**config.mk**
```make
export PLATFORM = sky130hd
export DESIGN_NAME = stat_stream
export DESIGN_NICKNAME = d
export VERILOG_FILES = /design/src/rtl/stat_pkg.sv /design/src/rtl/stat_sync.sv /design/src/rtl/stat_opc_rx.sv /design/src/rtl/stat_tx.sv /design/src/rtl/stat_stream.sv
export SDC_FILE = /design/constraint.sdc
export NUM_CORES = 1
export LEC_CHECK = 0
export ABC_AREA = 1
export BUFFER_PORTS_ARGS = -buffer_cell sky130_fd_sc_hd__buf_2
export CAP_MARGIN = 20
export CORE_ASPECT_RATIO = 1.2
export CORE_MARGIN = 1
export CORE_UTILIZATION = 45
export DETAILED_ROUTE_END_ITERATION = 7
export GPL_ROUTABILITY_DRIVEN = 0
export GPL_TIMING_DRIVEN = 1
export HOLD_SLACK_MARGIN = 0.03
export PLACE_DENSITY = 0.72
export SYNTH_ARGS = -nofsm -noshare
export SYNTH_HDL_FRONTEND = slang
export SYNTH_SLANG_ARGS = --single-unit
```
**constraint.sdc**
```tcl
create_clock -name clk -period 1.45 [get_ports clk]
set_clock_uncertainty 0.05 [all_clocks]
set_input_delay 0.145 -clock clk [delete_from_list [all_inputs] [get_ports clk]]
set_output_delay 0.145 -clock clk [all_outputs]
set_load 0.01 [all_outputs]
```
**src/rtl/stat_pkg.sv**
```systemverilog
package stat_pkg;

   // default field widths of the status byte
   localparam int DEF_DENS_W = 4;
   localparam int DEF_RSVD_W = 2;

   // phase of the serial output side
   typedef enum logic [1:0] {
      TX_OFF   = 2'd0,
      TX_ARMED = 2'd1,
      TX_SEND  = 2'd2
   } tx_phase_e;

endpackage

```
**src/rtl/stat_sync.sv**
```systemverilog
module stat_sync #(
   parameter int   STAGES  = 2,
   parameter logic RST_VAL = 1'b0
) (
   input  logic clk,
   input  logic rst_n,
   input  logic d,
   output logic q,
   output logic rise,
   output logic fall
);

   logic [STAGES-1:0] pipe;
   logic              last;

   for (genvar g = 0; g < STAGES; g++) begin : g_stage
      if (g == 0) begin : g_first
         always_ff @(posedge clk or negedge rst_n) begin
            if (!rst_n) pipe[0] <= RST_VAL;
            else        pipe[0] <= d;
         end
      end else begin : g_next
         always_ff @(posedge clk or negedge rst_n) begin
            if (!rst_n) pipe[g] <= RST_VAL;
            else        pipe[g] <= pipe[g-1];
         end
      end
   end

   always_ff @(posedge clk or negedge rst_n) begin
      if (!rst_n) last <= RST_VAL;
      else        last <= pipe[STAGES-1];
   end

   assign q    = pipe[STAGES-1];
   assign rise = pipe[STAGES-1] & ~last;
   assign fall = ~pipe[STAGES-1] & last;

endmodule

```
**src/rtl/stat_opc_rx.sv**
```systemverilog
module stat_opc_rx #(
   parameter int             OP_W       = 8,
   parameter logic [OP_W-1:0] OPCODE     = 8'h57,
   parameter logic [OP_W-1:0] OPCODE_ALT = 8'hD7,
   parameter bit             ACCEPT_ALT = 1'b1
) (
   input  logic clk,
   input  logic rst_n,
   input  logic sel,
   input  logic sck_rise,
   input  logic si,
   output logic hit
);

   localparam int CNT_W = $clog2(OP_W + 1);

   logic [CNT_W-1:0] cnt;
   logic [OP_W-1:0]  shreg;
   logic [OP_W-1:0]  nxt;
   logic             match;

   assign nxt = {shreg[OP_W-2:0], si};

   if (ACCEPT_ALT) begin : g_two_codes
      assign match = (nxt == OPCODE) || (nxt == OPCODE_ALT);
   end else begin : g_one_code
      assign match = (nxt == OPCODE);
   end

   always_ff @(posedge clk or negedge rst_n) begin
      if (!rst_n) begin
         cnt   <= '0;
         shreg <= '0;
         hit   <= 1'b0;
      end else if (!sel) begin
         cnt   <= '0;
         shreg <= '0;
         hit   <= 1'b0;
      end else begin
         hit <= 1'b0;
         if (sck_rise && (cnt < CNT_W'(OP_W))) begin
            shreg <= nxt;
            cnt   <= cnt + 1'b1;
            hit   <= (cnt == CNT_W'(OP_W - 1)) && match;
         end
      end
   end

endmodule

```
**src/rtl/stat_tx.sv**
```systemverilog
module stat_tx
   import stat_pkg::*;
#(
   parameter int              DENS_W = DEF_DENS_W,
   parameter int              RSVD_W = DEF_RSVD_W,
   parameter logic [DENS_W-1:0] DENS  = 4'b1011,
   parameter logic [RSVD_W-1:0] RSVD  = 2'b00,
   localparam int             BYTE_W = 2 + DENS_W + RSVD_W,
   localparam int             IDX_W  = $clog2(BYTE_W)
) (
   input  logic              clk,
   input  logic              rst_n,
   input  logic              sel,
   input  logic              start,
   input  logic              sck_fall,
   input  logic              busy,
   input  logic              cmp_diff,
   output logic              so,
   output logic              so_oe,
   output logic [IDX_W-1:0]  idx,
   output logic [BYTE_W-1:0] snap
);

   localparam logic [IDX_W-1:0] TOP = IDX_W'(BYTE_W - 1);

   tx_phase_e         phase;
   logic [BYTE_W-1:0] live;

   assign live = {~busy, cmp_diff, DENS, RSVD};

   always_ff @(posedge clk or negedge rst_n) begin
      if (!rst_n) begin
         phase <= TX_OFF;
         idx   <= TOP;
         snap  <= '0;
      end else if (!sel) begin
         phase <= TX_OFF;
         idx   <= TOP;
      end else begin
         if (start) phase <= TX_ARMED;
         if (sck_fall) begin
            if (phase == TX_ARMED) begin
               phase <= TX_SEND;
               idx   <= TOP;
            end else if (phase == TX_SEND) begin
               if (idx == '0) idx <= TOP;
               else           idx <= idx - 1'b1;
               if (idx == TOP) snap <= live;
            end
         end
      end
   end

   assign so_oe = (phase == TX_SEND);

   always_comb begin
      if (phase != TX_SEND) so = 1'b0;
      else if (idx == TOP)  so = ~busy;
      else                  so = snap[idx];
   end

endmodule

```
**src/rtl/stat_stream.sv**
```systemverilog
module stat_stream
   import stat_pkg::*;
#(
   parameter int                SYNC_STAGES = 2,
   parameter int                OP_W        = 8,
   parameter logic [OP_W-1:0]   OPCODE      = 8'h57,
   parameter logic [OP_W-1:0]   OPCODE_ALT  = 8'hD7,
   parameter bit                ACCEPT_ALT  = 1'b1,
   parameter int                DENS_W      = DEF_DENS_W,
   parameter int                RSVD_W      = DEF_RSVD_W,
   parameter logic [DENS_W-1:0] DENS        = 4'b1011,
   parameter logic [RSVD_W-1:0] RSVD        = 2'b00
) (
   input  logic clk,
   input  logic rst_n,
   input  logic cs_n,
   input  logic sck,
   input  logic si,
   input  logic busy,
   input  logic cmp_diff,
   output logic so,
   output logic so_oe
);

   localparam int BYTE_W = 2 + DENS_W + RSVD_W;
   localparam int IDX_W  = $clog2(BYTE_W);

   if (SYNC_STAGES < 1) begin : g_bad_sync
      $error("SYNC_STAGES must be at least 1");
   end
   if (OP_W < 2) begin : g_bad_op
      $error("OP_W must be at least 2");
   end
   if (DENS_W < 1 || RSVD_W < 1) begin : g_bad_fields
      $error("field widths must be at least 1");
   end

   logic cs_q, cs_rise_unused, cs_fall_unused;
   logic sck_q, sck_rise, sck_fall;
   logic si_q, si_rise_unused, si_fall_unused;
   logic sel, hit;
   logic [IDX_W-1:0]  idx;
   logic [BYTE_W-1:0] snap;

   stat_sync #(.STAGES(SYNC_STAGES), .RST_VAL(1'b1)) u_cs_sync (
      .clk(clk), .rst_n(rst_n), .d(cs_n),
      .q(cs_q), .rise(cs_rise_unused), .fall(cs_fall_unused)
   );

   stat_sync #(.STAGES(SYNC_STAGES), .RST_VAL(1'b0)) u_sck_sync (
      .clk(clk), .rst_n(rst_n), .d(sck),
      .q(sck_q), .rise(sck_rise), .fall(sck_fall)
   );

   stat_sync #(.STAGES(SYNC_STAGES), .RST_VAL(1'b0)) u_si_sync (
      .clk(clk), .rst_n(rst_n), .d(si),
      .q(si_q), .rise(si_rise_unused), .fall(si_fall_unused)
   );

   assign sel = ~cs_q;

   stat_opc_rx #(
      .OP_W(OP_W), .OPCODE(OPCODE), .OPCODE_ALT(OPCODE_ALT), .ACCEPT_ALT(ACCEPT_ALT)
   ) u_rx (
      .clk(clk), .rst_n(rst_n), .sel(sel), .sck_rise(sck_rise), .si(si_q), .hit(hit)
   );

   stat_tx #(
      .DENS_W(DENS_W), .RSVD_W(RSVD_W), .DENS(DENS), .RSVD(RSVD)
   ) u_tx (
      .clk(clk), .rst_n(rst_n), .sel(sel), .start(hit), .sck_fall(sck_fall),
      .busy(busy), .cmp_diff(cmp_diff), .so(so), .so_oe(so_oe),
      .idx(idx), .snap(snap)
   );

endmodule

```
==> summary.md <==
| Metric | Value |
|---|---|
| Starting Density | 0.481 |
| Rel. slew slack | 0.629 |
| Mean area per synthesized cell | 8.89 sq um |
| Final Core Density | 0.575 |
| Number of global-route vias before repair | 930 |
| Fin Setup TNS | -0.291 ns |
| Routed WL | 2380 microns |
| Largest net degree at the start of global routing | 27 |
| Area grow syn2layout | 19.5% |
| Worst Setup End Kind | primary output |
| Hold Path Sink | u_tx.snap[7] |
| Die height | 59.2 microns |
| N_diodes | 0 |
| Final Hold Vio Count | 0 |
| Root buffer cell | clkbuf_4 |
| Most frequent cells in the layout | nand2_1 (33), dfrtp_1 (21), inv_1 (17) |
| Die ar. | 2940 sq um |
| Crit path from | u_tx.idx[0] |
| Placed wire-length estimate | 1560 microns |
| Final Max Tran Viols | 0 |
| Register area share after synthesis | 0.535 |
| Skew-Pair Late Insertion Delay | 0.32 ns |
| Worst IR drop on VDD | 0.817 mV |
| # setup viols final | 2 |
| Dominant cell type by area after synthesis | dfrtp_1 |
| Vias per inst | 4.99 |
| Clk slew on worst S/H paths | around 0.13 ns |
| GRT overflow | 0 |
| Top-area cell type share of the netlist area | 0.428 |
| Worst Hold Class | in -> reg |
| Setup WS pre-CTS | 0.0557 ns |
| Commonest non-fill, non-tap cell in the layout | nand2_1 |
| Pwr dens | between 1000 and 1500 nW/um^2 |
| Reg-to-Reg End | u_tx.idx[2] |
| Tot GR Track Use | 0.179 |
| MaxCap Viol Count | 0 |
| Final period utilization | 1.15 |
| Clock Path Buffers | 2 |
| Die X | 49.7 microns |
| Final worst slack | -0.223 ns |
| Input/output buffers | 8 |
| Post-DR wirelength/cell | about 12 microns |
| HP Start | busy |
| Dominant cells by area after synthesis | dfrtp_1 (43%), dfstp_2 (11%), nand2_1 (10%) |
| Minimum clock period | 1.67 ns |
| Synth Net Count | about 150 |
| TritonCTS clock tree | done |
| Synth Cell Area | 1230 sq um |
| Post-Synthesis Cells | 138 |
| Leak pwr | 0.716 nW |
| RSZ-0062 raised after global routing | yes |
| R2R Path Start | u_tx.idx[0] |
| Dpl cells | ~180 |
| Critical path startpoint category | flop |
| DRT iter0 DRCs | 23 |
| CP required | ~1.3 ns |
| Critical path data arrival time | 1.48 ns |
| Path depth of the worst reg2reg path | 10 |
| Final cell count without fillers | ~190 |
| Residual DRC | 0 |
| Clk sink count | 26 |
| NumNets Final | 172 |
| Status | finished with violations |
| Final instance area | 1470 sq um |
| Placed inst area | approximately 1300 sq um |
| First-pass iteration count of the detailed router | 5 |
| I/O pins | 9 |
| Vias post-DR | 964 |
| First-pass GRT wire length | 3890 microns |
| H-tree depth | 1 |
| Initial antenna violation count | 0 |
| Hold depth | 4 |
| Core area | 2550 sq um |
| Flop-to-flop setup slack | -0.07 ns |
| Yosys cell types | 21 |
| Failing checks | setup timing |
| Antenna viol nets, final | 0 |
| Share of cells above drive strength 1 | 0.256 |
| Worst-Margin Slew | 0.556 ns |
| Crit Path Category | reg -> out |
| Crit path max fanout | 3 |
| Num rows | 20 |
| Fmax | 598 MHz |
| CTS Buf Count | 3 |
| Yosys warns | 0 |
| Synth Register Bits | 26 |
==> how the worst max path moves through the flow <==
stage,end,slack [ns],cells past startpoint
global placement,so,0.11,7
CTS,so,-0.20,7
floorplan,so,0.22,6
global route,so,-0.29,7
detailed placement,so,0.06,7
finish,so,-0.22,7
==> report_power, final <==
group	switching, mW	internal [mW]	total [mW]
sequential	0.0245	0.762	0.787
clock	0.209	0.280	0.489
combinational	0.113	0.0864	0.200
==> critical path, stage by stage (launching register included) <==
cell	delay, ns
dfstp_2	0.58
ha_1	0.15
nand2_1	0.06
inv_2	0.07
nor2_1	0.05
nand3_2	0.08
nand2_1	0.05
buf_2	0.13
==> Yosys cell counts <==
cell       n
nand2_2    3
buf_6      1
nand3b_4   1
dfstp_2    5
buf_2      1
nand3_1   15
nand2_8    1
nand4_1    5
nand3_2    1
a21oi_2    1
nor2_2     1
ha_1       4
a21oi_1    4
nand2_1   33
inv_1     19
dfrtp_1   21
inv_2      3
o21ai_0   10
inv_4      1
nor2_1     7
nor3_1     1
==> cells by family after synthesis <==
family | count (synthesis) | synth area share
flip-flops | 26 | 0.535
AND/OR/NAND/NOR | 68 | 0.274
buffers and inverters | 25 | 0.0856
AO/OA/AOI/OAI | 15 | 0.0642
adder cells (fa/ha/maj) | 4 | 0.0408
==> per-stage QoR <==
| stage | hold slack [ns] | total power [mW] |
|---|---|---|
| 2_1_floorplan | -0.201 | 0.890 |
| 3_3_place_gp | 0.110 | 0.925 |
| 3_5_place_dp | 0.122 | 0.936 |
| 4_1_cts | 0.0448 | 1.47 |
| 5_1_grt | 0.0394 | 1.54 |
| 6_report | 0.0530 | 1.48 |
==> area by class of cell <==
class                           instances  area, sq um
Multi-Input combinational cell         87          478
Clock buffer                            3         22.5
Fill cell                             227         1090
Clock inverter                          1         30.0
Sequential cell                        26          657
Inverter                               23         91.3
Timing Repair Buffer                   20          146
Tap cell                               33         41.3
==> layer usage <==
layer  routed length [microns]  global-route usage
met1                      1020               0.194
met2                      1270               0.342
met3                        56              0.0231
met4                        37              0.0857
met5                         0                   0
==> sequential cells by signal, indices dropped and copies added (netlist names), 2 cells and up <==
signal / cells
u_tx.phase: 2
u_rx.shreg: 6
u_tx.snap: 3
u_tx.idx: 3
u_rx.cnt: 4
==> repair_timing <==
action | in CTS | in global routing
pin swaps | 1 | 1
resized for setup | 6 | 2
endpoints found under the hold margin | 25 | 0
hold buffers | 5 | 0
endpoints found under the setup margin | 1 | 1
setup buffers | 4 | 3
Power figures use the tool's default switching activity.
